`config.mk`:
```
export PLATFORM = sky130hd
export DESIGN_NAME = uart_addr_rx
export DESIGN_NICKNAME = d
export VERILOG_FILES = /design/src/rtl/uart_rx_pkg.sv /design/src/rtl/uart_rx_sync.sv /design/src/rtl/uart_rx_framer.sv /design/src/rtl/uart_rx_regs.sv /design/src/rtl/uart_addr_rx.sv
export SDC_FILE = /design/constraint.sdc
export NUM_CORES = 1
export LEC_CHECK = 0
export BUFFER_PORTS_ARGS = -buffer_cell sky130_fd_sc_hd__buf_2
export CAP_MARGIN = 30
export CORE_MARGIN = 5
export CORE_UTILIZATION = 45
export DETAILED_ROUTE_END_ITERATION = 10
export GPL_TIMING_DRIVEN = 0
export PLACE_DENSITY_LB_ADDON = 0.08
export SYNTH_ARGS = -nofsm -noshare
export SYNTH_HDL_FRONTEND = slang
export SYNTH_SLANG_ARGS = --single-unit
```
`constraint.sdc`:
```
create_clock -name clk_i -period 2.3 [get_ports clk_i]
set_input_delay 0.23 -clock clk_i [delete_from_list [all_inputs] [get_ports clk_i]]
set_output_delay 0.23 -clock clk_i [all_outputs]
set_load 0.01 [all_outputs]
```
`src/rtl/uart_rx_pkg.sv`:
```
package uart_rx_pkg;
  localparam int unsigned REG_AW = 2;
  localparam logic [REG_AW-1:0] ADR_CTRL = 2'd0;
  localparam logic [REG_AW-1:0] ADR_STAT = 2'd1;
  localparam logic [REG_AW-1:0] ADR_DATA = 2'd2;

  localparam int unsigned CB_PORT_EN = 0;
  localparam int unsigned CB_RX_EN   = 1;
  localparam int unsigned CB_NINE    = 2;
  localparam int unsigned CB_ADDR_F  = 3;
  localparam int unsigned CTRL_W     = 4;

  typedef enum logic [1:0] {
    FR_IDLE  = 2'd0,
    FR_START = 2'd1,
    FR_DATA  = 2'd2,
    FR_STOP  = 2'd3
  } fr_state_e;

  typedef struct packed {
    logic addr_f;
    logic nine;
    logic rx_en;
    logic port_en;
  } ctrl_t;
endpackage

```
`src/rtl/uart_rx_sync.sv`:
```
module uart_rx_sync #(
  parameter int unsigned STAGES = 2
) (
  input  logic clk_i,
  input  logic rst_ni,
  input  logic d_i,
  output logic q_o
);
  generate
    if (STAGES <= 1) begin : g_one
      logic q;
      always_ff @(posedge clk_i or negedge rst_ni)
        if (!rst_ni) q <= 1'b1;
        else         q <= d_i;
      assign q_o = q;
    end else begin : g_chain
      logic [STAGES-1:0] q;
      always_ff @(posedge clk_i or negedge rst_ni)
        if (!rst_ni) q <= '1;
        else         q <= {q[STAGES-2:0], d_i};
      assign q_o = q[STAGES-1];
    end
  endgenerate
endmodule

```
`src/rtl/uart_rx_framer.sv`:
```
module uart_rx_framer
  import uart_rx_pkg::*;
#(
  parameter int unsigned DATA_W = 8,
  parameter int unsigned OSR    = 16
) (
  input  logic              clk_i,
  input  logic              rst_ni,
  input  logic              en_i,
  input  logic              nine_i,
  input  logic              tick_i,
  input  logic              rx_i,
  output logic              done_o,
  output logic [DATA_W-1:0] data_o,
  output logic              bit9_o,
  output logic              stop_ok_o,
  output logic              idle_o
);
  localparam int unsigned CNT_W = $clog2(OSR);
  localparam int unsigned IDX_W = $clog2(DATA_W + 2);
  localparam logic [CNT_W-1:0] CNT_MID  = CNT_W'(OSR / 2 - 1);
  localparam logic [CNT_W-1:0] CNT_LAST = CNT_W'(OSR - 1);

  fr_state_e         state_q;
  logic [CNT_W-1:0]  cnt_q;
  logic [IDX_W-1:0]  idx_q;
  logic [DATA_W:0]   sh_q;
  logic              prev_q, nine_q, done_q, stop_q;
  logic [IDX_W-1:0]  last_idx;

  assign last_idx = nine_q ? IDX_W'(DATA_W) : IDX_W'(DATA_W - 1);

  always_ff @(posedge clk_i or negedge rst_ni) begin
    if (!rst_ni) begin
      state_q <= FR_IDLE;
      cnt_q   <= '0;
      idx_q   <= '0;
      sh_q    <= '0;
      prev_q  <= 1'b1;
      nine_q  <= 1'b0;
      done_q  <= 1'b0;
      stop_q  <= 1'b0;
    end else begin
      done_q <= 1'b0;
      if (tick_i) prev_q <= rx_i;
      if (!en_i) begin
        state_q <= FR_IDLE;
        cnt_q   <= '0;
      end else if (tick_i) begin
        unique case (state_q)
          FR_IDLE: if (prev_q && !rx_i) begin
            state_q <= FR_START;
            cnt_q   <= '0;
          end
          FR_START: begin
            cnt_q <= cnt_q + 1'b1;
            if (cnt_q == CNT_MID) begin
              cnt_q <= '0;
              idx_q <= '0;
              nine_q <= nine_i;
              state_q <= rx_i ? FR_IDLE : FR_DATA;  // high at mid-bit: noise
            end
          end
          FR_DATA: begin
            cnt_q <= cnt_q + 1'b1;
            if (cnt_q == CNT_LAST) begin
              cnt_q <= '0;
              sh_q  <= {rx_i, sh_q[DATA_W:1]};
              if (idx_q == last_idx) state_q <= FR_STOP;
              else                   idx_q   <= idx_q + 1'b1;
            end
          end
          FR_STOP: begin
            cnt_q <= cnt_q + 1'b1;
            if (cnt_q == CNT_LAST) begin
              cnt_q   <= '0;
              done_q  <= 1'b1;
              stop_q  <= rx_i;
              state_q <= FR_IDLE;
            end
          end
          default: state_q <= FR_IDLE;
        endcase
      end
    end
  end

  // 8-bit frames end one shift short, so the byte sits in the upper bits
  assign data_o    = nine_q ? sh_q[DATA_W-1:0] : sh_q[DATA_W:1];
  assign bit9_o    = nine_q & sh_q[DATA_W];
  assign done_o    = done_q;
  assign stop_ok_o = stop_q;
  assign idle_o    = (state_q == FR_IDLE);
endmodule

```
`src/rtl/uart_rx_regs.sv`:
```
module uart_rx_regs
  import uart_rx_pkg::*;
#(
  parameter int unsigned DATA_W = 8
) (
  input  logic              clk_i,
  input  logic              rst_ni,
  input  logic [REG_AW-1:0] addr_i,
  input  logic              wr_i,
  input  logic [7:0]        wdata_i,
  input  logic              rd_i,
  input  logic              done_i,
  input  logic [DATA_W-1:0] data_i,
  input  logic              bit9_i,
  input  logic              stop_ok_i,
  output ctrl_t             ctrl_o,
  output logic [7:0]        rdata_o,
  output logic              full_o,
  output logic              oerr_o,
  output logic [DATA_W-1:0] hold_o,
  output logic              data_rd_o,
  output logic              ctrl_wr_o
);
  ctrl_t             ctrl_q;
  logic              full_q, oerr_q, ferr_q, b9_q;
  logic [DATA_W-1:0] hold_q;
  logic              drop, ctrl_wr, data_rd;

  assign ctrl_wr = wr_i && (addr_i == ADR_CTRL);
  assign data_rd = rd_i && (addr_i == ADR_DATA);
  assign drop    = ctrl_q.nine && ctrl_q.addr_f && !bit9_i;

  always_ff @(posedge clk_i or negedge rst_ni) begin
    if (!rst_ni) begin
      ctrl_q <= '0;
      full_q <= 1'b0;
      oerr_q <= 1'b0;
      ferr_q <= 1'b0;
      b9_q   <= 1'b0;
      hold_q <= '0;
    end else begin
      if (ctrl_wr) ctrl_q <= ctrl_t'(wdata_i[CTRL_W-1:0]);
      if (data_rd) full_q <= 1'b0;
      if (done_i && !drop) begin
        if (full_q)       oerr_q <= 1'b1;
        else if (!oerr_q) begin
          hold_q <= data_i;
          b9_q   <= bit9_i;
          ferr_q <= !stop_ok_i;
          full_q <= 1'b1;
        end
      end
      if (ctrl_wr && !wdata_i[CB_RX_EN]) oerr_q <= 1'b0;
    end
  end

  always_comb begin
    rdata_o = '0;
    unique case (addr_i)
      ADR_CTRL: rdata_o = {{(8-CTRL_W){1'b0}}, ctrl_q};
      ADR_STAT: rdata_o = {4'b0, full_q, b9_q, oerr_q, ferr_q};
      ADR_DATA: rdata_o = 8'(hold_q);
      default:  rdata_o = '0;
    endcase
  end

  assign ctrl_o    = ctrl_q;
  assign full_o    = full_q;
  assign oerr_o    = oerr_q;
  assign hold_o    = hold_q;
  assign data_rd_o = data_rd;
  assign ctrl_wr_o = ctrl_wr;
endmodule

```
`src/rtl/uart_addr_rx.sv`:
```
module uart_addr_rx
  import uart_rx_pkg::*;
#(
  parameter int unsigned DATA_W      = 8,
  parameter int unsigned OSR         = 16,
  parameter int unsigned SYNC_STAGES = 2
) (
  input  logic       clk_i,
  input  logic       rst_ni,
  input  logic       tick_i,
  input  logic       rx_i,
  input  logic [1:0] addr_i,
  input  logic       wr_i,
  input  logic [7:0] wdata_i,
  input  logic       rd_i,
  output logic [7:0] rdata_o,
  output logic       irq_o
);
  ctrl_t             ctrl;
  logic              rx_s, frame_done, fr_bit9, fr_stop_ok, fsm_idle;
  logic [DATA_W-1:0] fr_data, hold_data;
  logic              full_q, oerr_q, data_rd, ctrl_wr;

  uart_rx_sync #(.STAGES(SYNC_STAGES)) u_sync (
    .clk_i, .rst_ni, .d_i(rx_i), .q_o(rx_s)
  );

  uart_rx_framer #(.DATA_W(DATA_W), .OSR(OSR)) u_framer (
    .clk_i, .rst_ni,
    .en_i      (ctrl.port_en && ctrl.rx_en),
    .nine_i    (ctrl.nine),
    .tick_i,
    .rx_i      (rx_s),
    .done_o    (frame_done),
    .data_o    (fr_data),
    .bit9_o    (fr_bit9),
    .stop_ok_o (fr_stop_ok),
    .idle_o    (fsm_idle)
  );

  uart_rx_regs #(.DATA_W(DATA_W)) u_regs (
    .clk_i, .rst_ni, .addr_i, .wr_i, .wdata_i, .rd_i,
    .done_i    (frame_done),
    .data_i    (fr_data),
    .bit9_i    (fr_bit9),
    .stop_ok_i (fr_stop_ok),
    .ctrl_o    (ctrl),
    .rdata_o,
    .full_o    (full_q),
    .oerr_o    (oerr_q),
    .hold_o    (hold_data),
    .data_rd_o (data_rd),
    .ctrl_wr_o (ctrl_wr)
  );

  assign irq_o = full_q;
endmodule

```
==> results of run 1 <==
==> report_power, final <==
part           total (mW)  internal (mW)  switching (mW)
Combinational       0.101         0.0414          0.0593
Sequential          0.766          0.742          0.0244
Clock               0.560          0.322           0.238
==> final timing paths <==
kind | startpoint | end | cells past startpoint
setup reg to reg | u_framer.cnt_q[0] | u_framer.sh_q[6] | 6
hold reg to reg | u_sync.g_chain.q[0] | u_sync.g_chain.q[1] | 0
hold / removal | rx_i | u_sync.g_chain.q[0] | 1
max in group asynchronous | rst_ni | u_framer.sh_q[3] | 1
setup / recovery | u_framer.cnt_q[0] | u_framer.sh_q[6] | 6
min in group asynchronous | rst_ni | u_regs.ctrl_o[3] | 1
==> placed cells by master, fill, tap and decap left out, types with 2 or more instances in the layout <==
cell and n:
sky130_fd_sc_hd__mux2_1 5, sky130_fd_sc_hd__nand4_1 3, sky130_fd_sc_hd__a22oi_1 2, sky130_fd_sc_hd__nand3b_1 2, sky130_fd_sc_hd__inv_1 3, sky130_fd_sc_hd__nor2_1 6
sky130_fd_sc_hd__buf_4 5, sky130_fd_sc_hd__dfstp_2 3, sky130_fd_sc_hd__buf_2 20, sky130_fd_sc_hd__or3_1 2, sky130_fd_sc_hd__nand2_1 29, sky130_fd_sc_hd__nor3_1 2
sky130_fd_sc_hd__dfrtp_1 38, sky130_fd_sc_hd__nand3_1 5, sky130_fd_sc_hd__o21ai_0 15, sky130_fd_sc_hd__and3_1 2, sky130_fd_sc_hd__ha_1 2, sky130_fd_sc_hd__a31oi_1 3
sky130_fd_sc_hd__clkbuf_1 4, sky130_fd_sc_hd__a21oi_1 5, sky130_fd_sc_hd__and2_1 4, sky130_fd_sc_hd__clkbuf_8 5, sky130_fd_sc_hd__nor2b_1 3, sky130_fd_sc_hd__mux2i_1 16
sky130_fd_sc_hd__mux2_2 11
==> synth_stat cells (2+ instances only) <==
library cell,count
sky130_fd_sc_hd__buf_4,5
sky130_fd_sc_hd__buf_2,2
sky130_fd_sc_hd__and2_1,4
sky130_fd_sc_hd__nor2b_1,3
sky130_fd_sc_hd__or3_1,2
sky130_fd_sc_hd__ha_1,2
sky130_fd_sc_hd__and3_1,2
sky130_fd_sc_hd__mux2_2,11
sky130_fd_sc_hd__a31oi_1,3
sky130_fd_sc_hd__mux2_1,5
sky130_fd_sc_hd__nor3_1,2
sky130_fd_sc_hd__nand3b_1,2
sky130_fd_sc_hd__inv_1,3
sky130_fd_sc_hd__o21ai_0,15
sky130_fd_sc_hd__a22oi_1,2
sky130_fd_sc_hd__nand4_1,3
sky130_fd_sc_hd__dfrtp_1,38
sky130_fd_sc_hd__nor2_1,6
sky130_fd_sc_hd__a21oi_1,5
sky130_fd_sc_hd__clkbuf_1,3
sky130_fd_sc_hd__nand3_1,5
sky130_fd_sc_hd__dfstp_2,3
sky130_fd_sc_hd__mux2i_1,16
sky130_fd_sc_hd__nand2_1,29
==> layout make-up <==
type                       instances  area [um^2]
sequential                        41         1030
clock buffer                       6         72.6
clock inverter                     2         35.0
tap                               52         65.1
fill                             404         2070
multi-input combinational        133          941
buffer                            11         70.1
timing repair buffer              18         90.1
inverter                           3         11.3
==> worst max-delay path: stages (launching register included) <==
cell	delay (ps)
sky130_fd_sc_hd__dfrtp_1	380
sky130_fd_sc_hd__ha_1	150
sky130_fd_sc_hd__buf_4	150
sky130_fd_sc_hd__nand3_4	70
sky130_fd_sc_hd__nor4_4	350
sky130_fd_sc_hd__buf_6	200
sky130_fd_sc_hd__mux2_2	340
==> sequential cells by signal (all words and copies together), names as in the netlist <==
name / cells
u_framer.idx_q: 4
u_regs.b9_q: 1
u_regs.oerr_o: 1
u_framer.prev_q: 1
u_framer.cnt_q: 4
u_regs.hold_o: 8
u_framer.sh_q: 9
u_framer.done_o: 1
u_regs.ferr_q: 1
u_regs.full_o: 1
u_sync.g_chain.q: 2
u_framer.stop_ok_o: 1
u_regs.ctrl_o: 4
u_framer.state_q: 2
u_framer.nine_q: 1
==> metal layers <==
metal | vias to the layer above | global-route usage | part of all wire
met5 | - | 0 | 0
met4 | 0 | 0.0430 | 0.014
met3 | 8 | 0.0428 | 0.051
met2 | 31 | 0.241 | 0.49
met1 | 715 | 0.173 | 0.45
li1 | 713 | - | -
==> metrics by stage <==
step	total power [mW]	setup WS (ps)
after floorplan	0.832	661
after detailed placement	0.883	521
after global routing	1.50	411
after CTS	1.45	509
after global placement	0.878	534
final	1.43	533
==> kinds of logic (layout without fill, tap and decap cells) <==
kind of cell               after synthesis  in the layout  share of synthesized area
muxes                                   32             32                      0.166
AOI/OAI and AO/OA                       30             30                     0.0939
buffers and inverters                   14             40                     0.0396
adders and majority gates                2              2                     0.0122
DFF                                     41             41                      0.502
and+or+nand+nor                         69             69                      0.187
==> load_flow_metrics.sql, run 1 <==
INSERT INTO impl_metrics (metric_group, metric, value, unit) VALUES
('run_status', 'outcome', 'finished clean', ''),
('pwr', 'pwr_density_cell', '616', 'nW/um^2'),
('synth', 'syn_area', '2050', 'um^2'),
('worst_setup_path', 'critPathLaunchType', 'register', ''),
('final_layout', 'num_antenna_cells', '0', ''),
('worst_setup_path', 'crit_arrival', '1940', 'ps'),
('min_path', 'min-delay-path-class', 'primary input to register', ''),
('synth', 'proportion_of_synthesized_chip_area_in_sequential_cells', '0.502', ''),
('worst_setup_path', 'setup.reg_to_reg.worst_slack', '530', 'ps'),
('detailed_routing', 'remaining_drc_errors', '0', ''),
('sta', 'clock-skew-final', '9.91', 'ps'),
('clock_tree', 'clock_pin_slew_worst_setup_and_hold_paths', '80', 'ps'),
('worst_setup_path', 'worstPathRequired', '2480', 'ps'),
('clock_tree', 'cts_hold_repair.buffers', '0', ''),
('clock_tree', 'htree_num_levels', '2', ''),
('sta', 'fin_crit', '1770', 'ps'),
('sta', 'final_max_slew_violation_count', '0', ''),
('sta', 'timing.hold.ws', '29.1', 'ps'),
('synth', 'synthesis.nets', '206', ''),
('global_routing', 'grt_start_max_net_pins', '42', ''),
('global_routing', 'initial_antenna_violation_count', '0', ''),
('detailed_routing', 'initialDrtViolationCount', '71', ''),
('floorplan', 'floorplan.initialDensity', '0.468', ''),
('final_layout', 'final_core_utilization', '0.528', ''),
('sta', 'slew_headroom', '0.402', ''),
('final_layout', 'layout_cell_share_with_drive_strength_beyond_1', '0.252', ''),
('detailed_routing', 'routedWlPerCell', '14.5', 'um'),
('detailed_routing', 'routed_wl', '3850', 'um'),
('worst_setup_path', 'end_kind', 'register', ''),
('final_layout', 'area_growth', '12.8', '%'),
('global_routing', 'globalRouteOverflowTotal', '0', ''),
('global_routing', 'track_usage', '0.142', ''),
('detailed_routing', 'detailroute.via_count', '1467', ''),
('synth', 'fraction_of_synthesized_cell_area_taken_by_the_top_area_cell_type', '0.463', ''),
('floorplan', 'ios', '25', ''),
('final_layout', 'stdcell_area', '2310', 'um^2'),
('synth', 'synth.yosys.warnings', '0', ''),
('sta', 'hold_viol_final', '0', ''),
('global_routing', 'grt_first_pass_wirelength', '7000', 'um'),
('worst_setup_path', 'critical_path_class', 'register to register', ''),
('floorplan', 'core_area', '4380', 'um^2'),
('floorplan', 'chipWidth', '77.5', 'um'),
('flow_run', 'maxCapViolCount', '0', ''),
('place', 'routabilityCongestion', '0.767', ''),
('detailed_routing', 'first_pass_iters', '6', ''),
('clock_tree', 'clock_buffers_created_by_tritoncts', '5', ''),
('place', 'place.detailed.hpwl', '2830', 'um'),
('global_routing', 'grt_pass1_vias', '1546', ''),
('sta', 'fin_crit_sh', '0.768', ''),
('synth', 'number_of_synthesized_flops_with_an_enable_pin', '0', ''),
('synth', 'post-synth-top-area-cell', 'sky130_fd_sc_hd__dfrtp_1', ''),
('synth', 'post_synth_main_area_contributors', 'sky130_fd_sc_hd__dfrtp_1 46%, sky130_fd_sc_hd__mux2i_1 7.8%, sky130_fd_sc_hd__mux2_2 6.0%', ''),
('synth', 'synthFlopType', 'sky130_fd_sc_hd__dfrtp_1', ''),
('sta', 'rsz0062_at_grt', 'no', ''),
('floorplan', 'die_ht', '77.5', 'um'),
('synth', 'syn-instance-count', '188', ''),
('clock_tree', 'cts.root.buffer_cell', 'sky130_fd_sc_hd__clkbuf_8', ''),
('clock_tree', 'cts.sinks', '41', ''),
('synth', 'synth-async-reset-ratio', '1.00', ''),
('floorplan', 'std_cell_rows', '24', ''),
('clock_tree', 'cts_tree', 'yes', ''),
('clock_tree', 'worst_skew_pair.late_latency', '290', 'ps'),
('detailed_routing', 'route.antenna.remaining_nets', '0', ''),
('final_layout', 'post_layout_nonfiller_instances', '266', ''),
('synth', 'ys_types', '41', ''),
('place', 'numPlacedInstances', '258', ''),
('clock_tree', 'cts_resized', '0', ''),
('pwr', 'static-leakage-power', '1.06', 'nW'),
('worst_setup_path', 'worst-path-max-fanout', '10', ''),
('synth', 'post_synth.cell_area_avg', '10.9', 'um^2'),
('sta', 'tightestPinTransition', '898', 'ps'),
('place', 'io_buffers', '18', ''),
('place', 'placed_cell_area', '2210', 'um^2'),
('final_layout', 'finish.net_count', '231', ''),
('clock_tree', 'cts_max_path_buffers', '2', ''),
('sta', 'timing.fmax', '0.566', 'GHz'),
('clock_tree', 'postCtsSetupBuffers', '0', ''),
('synth', 'yosys_register_bits', '41', ''),
('sta', 'finalSetupViolations', '0', ''),
('sta', 'finalSetupTns', '0', 'ps'),
('detailed_routing', 'drt-vias-per-instance', '5.52', ''),
('floorplan', 'design.die.area', '6010', 'um^2'),
('pwr', 'peakVddDrop', '325', 'uV');
Note: power is estimated with default switching activity, not from simulation.
==> inputs of run 2 (changes only) <==
--- a/config.mk
+++ b/config.mk
@@ -5,6 +5,7 @@
 export SDC_FILE = /design/constraint.sdc
 export NUM_CORES = 1
 export LEC_CHECK = 0
+export ABC_AREA = 1
 export BUFFER_PORTS_ARGS = -buffer_cell sky130_fd_sc_hd__buf_2
 export CAP_MARGIN = 30
 export CORE_MARGIN = 5
==> constraint.sdc (replaced) <==
create_clock -name clk_i -period 1.5 [get_ports clk_i]
set_input_delay 0.15 -clock clk_i [delete_from_list [all_inputs] [get_ports clk_i]]
set_output_delay 0.15 -clock clk_i [all_outputs]
set_load 0.01 [all_outputs]
==> run 2 against run 1 <==
Compared with the run above:
- the run now ends with hold timing left
- critical path type unchanged
- cell area increased by 0.16%
- combinational power increased by 63%
- routed wire length increased by 1.2%
- clock power increased by 29%
- synthesized area decreased by 2.4%
==> load_flow_metrics.sql, run 2 <==
INSERT INTO impl_metrics (metric_group, metric, value, unit) VALUES
('synth', 'post_synth_main_area_contributors', 'sky130_fd_sc_hd__dfrtp_1 47%, sky130_fd_sc_hd__nand2_1 12%, sky130_fd_sc_hd__o21ai_0 6.0%', ''),
('final_layout', 'area_growth', '15.7', '%'),
('floorplan', 'floorplan.initialDensity', '0.463', ''),
('detailed_routing', 'drt-vias-per-instance', '4.81', ''),
('synth', 'ys_types', '29', ''),
('synth', 'largest_family_of_logic_cells_by_synthesized_area', 'simple AND/OR/NAND/NOR gates', ''),
('sta', 'hold_viol_final', '38', ''),
('synth', 'synth.yosys.warnings', '0', ''),
('worst_setup_path', 'worstRegToRegCells', '9', ''),
('synth', 'proportion_of_synthesized_chip_area_in_sequential_cells', '0.514', ''),
('synth', 'syn_area', '2000', 'um^2'),
('sta', 'final_max_slew_violation_count', '0', ''),
('sta', 'clock-skew-final', '6.21', 'ps'),
('clock_tree', 'htree_num_levels', '2', ''),
('synth', 'post_synth.cell_area_avg', '8.01', 'um^2'),
('place', 'detailedPlace.worstSlack', '-10.1', 'ps'),
('run_status', 'outcome', 'finished with violations', ''),
('final_layout', 'num_antenna_cells', '0', ''),
('detailed_routing', 'routedWlPerCell', '11.7', 'um'),
('synth', 'synth-async-reset-ratio', '1.00', ''),
('synth', 'post_synth_fa_ha_maj_area_fraction', '0.0125', ''),
('worst_setup_path', 'worst_r2r_start', 'u_framer.cnt_q[1]', ''),
('sta', 'timing.fmax', '0.718', 'GHz'),
('pwr', 'peakVddDrop', '568', 'uV'),
('worst_setup_path', 'crit_arrival', '1570', 'ps'),
('synth', 'yosys.cell_count.top_type', 'sky130_fd_sc_hd__nand2_1', ''),
('clock_tree', 'worst_skew_pair.late_latency', '290', 'ps'),
('worst_setup_path', 'critical_path_class', 'register to register', ''),
('final_layout', 'final_cell_mix', '65 x sky130_fd_sc_hd__nand2_1, 38 x sky130_fd_sc_hd__dfrtp_1, 32 x sky130_fd_sc_hd__inv_1', ''),
('final_layout', 'registers.top_by_ff_count', 'u_framer.sh_q', ''),
('pwr', 'total_power', '2.05', 'mW'),
('detailed_routing', 'detailroute.via_count', '1607', ''),
('global_routing', 'grt_start_max_net_pins', '42', ''),
('final_layout', 'layout_cell_share_with_drive_strength_beyond_1', '0.184', ''),
('worst_setup_path', 'critPathLaunchType', 'register', ''),
('place', 'io_buffers', '20', ''),
('place', 'numPlacedInstances', '322', ''),
('final_layout', 'fillerInstances', '423', ''),
('global_routing', 'grt_pass1_vias', '1519', ''),
('sta', 'finalSetupViolations', '0', ''),
('min_path', 'min-delay-path-class', 'primary input to asynchronous set/reset pin', ''),
('sta', 'slew_headroom', '0.416', ''),
('synth', 'fraction_of_synthesized_cell_area_taken_by_the_top_area_cell_type', '0.475', ''),
('detailed_routing', 'route.antenna.remaining_nets', '0', ''),
('synth', 'synthesis.nets', '268', ''),
('floorplan', 'die_ht', '76.7', 'um'),
('sta', 'finalSetupTns', '0', 'ps'),
('floorplan', 'ios', '25', ''),
('floorplan', 'std_cell_rows', '24', ''),
('floorplan', 'design.die.area', '5890', 'um^2'),
('run_status', 'violations_in_the_final_reports', 'hold timing', ''),
('clock_tree', 'cts.sinks', '41', ''),
('worst_setup_path', 'regToRegEndpoint', 'u_framer.idx_q[1]', ''),
('synth', 'number_of_synthesized_flops_with_an_enable_pin', '0', ''),
('place', 'placed_cell_area', '2170', 'um^2'),
('detailed_routing', 'remaining_drc_errors', '0', ''),
('clock_tree', 'cts_max_path_buffers', '2', ''),
('worst_setup_path', 'worst-path-max-fanout', '5', ''),
('synth', 'post_synth_simple_gate_area', '0.248', ''),
('synth', 'synthFlopType', 'sky130_fd_sc_hd__dfrtp_1', ''),
('synth', 'post_synth_most_frequent_cells', '65 x sky130_fd_sc_hd__nand2_1, 38 x sky130_fd_sc_hd__dfrtp_1, 32 x sky130_fd_sc_hd__inv_1, 30 x sky130_fd_sc_hd__nor2_1, 24 x sky130_fd_sc_hd__o21ai_0', ''),
('sta', 'rsz0062_at_grt', 'no', ''),
('clock_tree', 'cts.root.buffer_cell', 'sky130_fd_sc_hd__clkbuf_8', ''),
('final_layout', 'mostFrequentLayoutCell', 'sky130_fd_sc_hd__nand2_1', ''),
('sta', 'timing.hold.ws', '-23.7', 'ps'),
('final_layout', 'stdcell_area', '2320', 'um^2'),
('pwr', 'pwr_density_cell', '882', 'nW/um^2'),
('place', 'routabilityCongestion', '0.773', ''),
('place', 'place.detailed.hpwl', '2840', 'um'),
('worst_setup_path', 'end_kind', 'register', ''),
('clock_tree', 'cts_tree', 'yes', ''),
('flow_run', 'maxCapViolCount', '0', ''),
('global_routing', 'grt_first_pass_wirelength', '6800', 'um'),
('global_routing', 'globalRouteOverflowTotal', '0', ''),
('sta', 'worst_slack', '107', 'ps'),
('pwr', 'static-leakage-power', '1.11', 'nW'),
('worst_setup_path', 'setup.reg_to_reg.worst_slack', '110', 'ps'),
('worst_setup_path', 'worstPathRequired', '1680', 'ps'),
('sta', 'fin_crit_sh', '0.929', ''),
('final_layout', 'post_layout_nonfiller_instances', '334', ''),
('synth', 'yosys_register_bits', '41', ''),
('clock_tree', 'clock_buffers_created_by_tritoncts', '5', ''),
('sta', 'tightestPinTransition', '877', 'ps'),
('global_routing', 'track_usage', '0.140', ''),
('synth', 'synth-xor-area-share', '0.00437', ''),
('synth', 'syn-instance-count', '250', ''),
('detailed_routing', 'routed_wl', '3900', 'um'),
('clock_tree', 'clock_pin_slew_worst_setup_and_hold_paths', '80', 'ps'),
('global_routing', 'initial_antenna_violation_count', '0', ''),
('sta', 'fin_crit', '1390', 'ps'),
('detailed_routing', 'initialDrtViolationCount', '98', ''),
('detailed_routing', 'first_pass_iters', '4', ''),
('synth', 'synthMuxAreaShare', '0.0112', ''),
('final_layout', 'largest_register_ffs', '9', ''),
('synth', 'synth_compound_gate_area_share', '0.128', ''),
('final_layout', 'final_core_utilization', '0.536', ''),
('floorplan', 'core_area', '4320', 'um^2'),
('final_layout', 'finish.net_count', '300', ''),
('floorplan', 'chipWidth', '76.7', 'um'),
('synth', 'post-synth-top-area-cell', 'sky130_fd_sc_hd__dfrtp_1', '');
run 2: layer usage:
layer	up-vias	share of wire	global-route usage
met5	-	0	0
met4	0	0.015	0.0490
met3	8	0.039	0.0281
met2	23	0.47	0.228
met1	723	0.48	0.184
li1	853	-	-
run 2: cell families after synthesis:
kind of cell    count (synthesis)
simple gates                  118
compound gates                 46
flops                          41
buf+inv                        40
mux                             2
fa+ha+maj                       2
xor+xnor                        1
run 2: critical path, cell delays in order, from the launching register on:
cell and delay (ps):
sky130_fd_sc_hd__dfrtp_1 410, sky130_fd_sc_hd__ha_4 170, sky130_fd_sc_hd__nand3_2 70, sky130_fd_sc_hd__inv_1 90
sky130_fd_sc_hd__nand3_2 80, sky130_fd_sc_hd__buf_6 130, sky130_fd_sc_hd__o21ai_4 180, sky130_fd_sc_hd__inv_2 50
sky130_fd_sc_hd__nand2_1 50, sky130_fd_sc_hd__nand2_1 50
run 2: how the worst max path moves through the flow:
stage,from,cells past startpoint,to
after CTS,u_framer.cnt_q[1],9,u_framer.idx_q[1]
after detailed placement,u_framer.cnt_q[0],9,u_framer.idx_q[1]
final,u_framer.cnt_q[1],9,u_framer.idx_q[1]
after floorplan,u_framer.cnt_q[0],9,u_framer.idx_q[3]
after global routing,u_framer.cnt_q[1],9,u_framer.idx_q[3]
after global placement,u_framer.cnt_q[0],9,u_framer.idx_q[3]
run 2: power breakdown:
group          leakage [nW]  internal, mW  switching [mW]
registers             0.536          1.14          0.0238
logic                 0.531        0.0576           0.108
clock network        0.0443         0.365           0.356
total                  1.11          1.56           0.487
run 2: repair_timing:
item                                   4_1_cts  5_1_grt
buffers inserted                             1        3
resized for setup                            1        7
setup endpoints to repair                    2       16
pin swaps                                    0        3
hold buffers                                 1        0
endpoints found under the hold margin        1        0
run 2: area by class of cell:
class                           count  area (um^2)  share of cell area
Buffer                              6         40.0              0.0173
Clock buffer                        7         86.3              0.0372
Inverter                           34          128              0.0550
Multi-Input combinational cell    169          830               0.358
Sequential cell                    41         1030               0.444
Tap cell                           52         65.1              0.0281
Timing Repair Buffer               25          140              0.0604
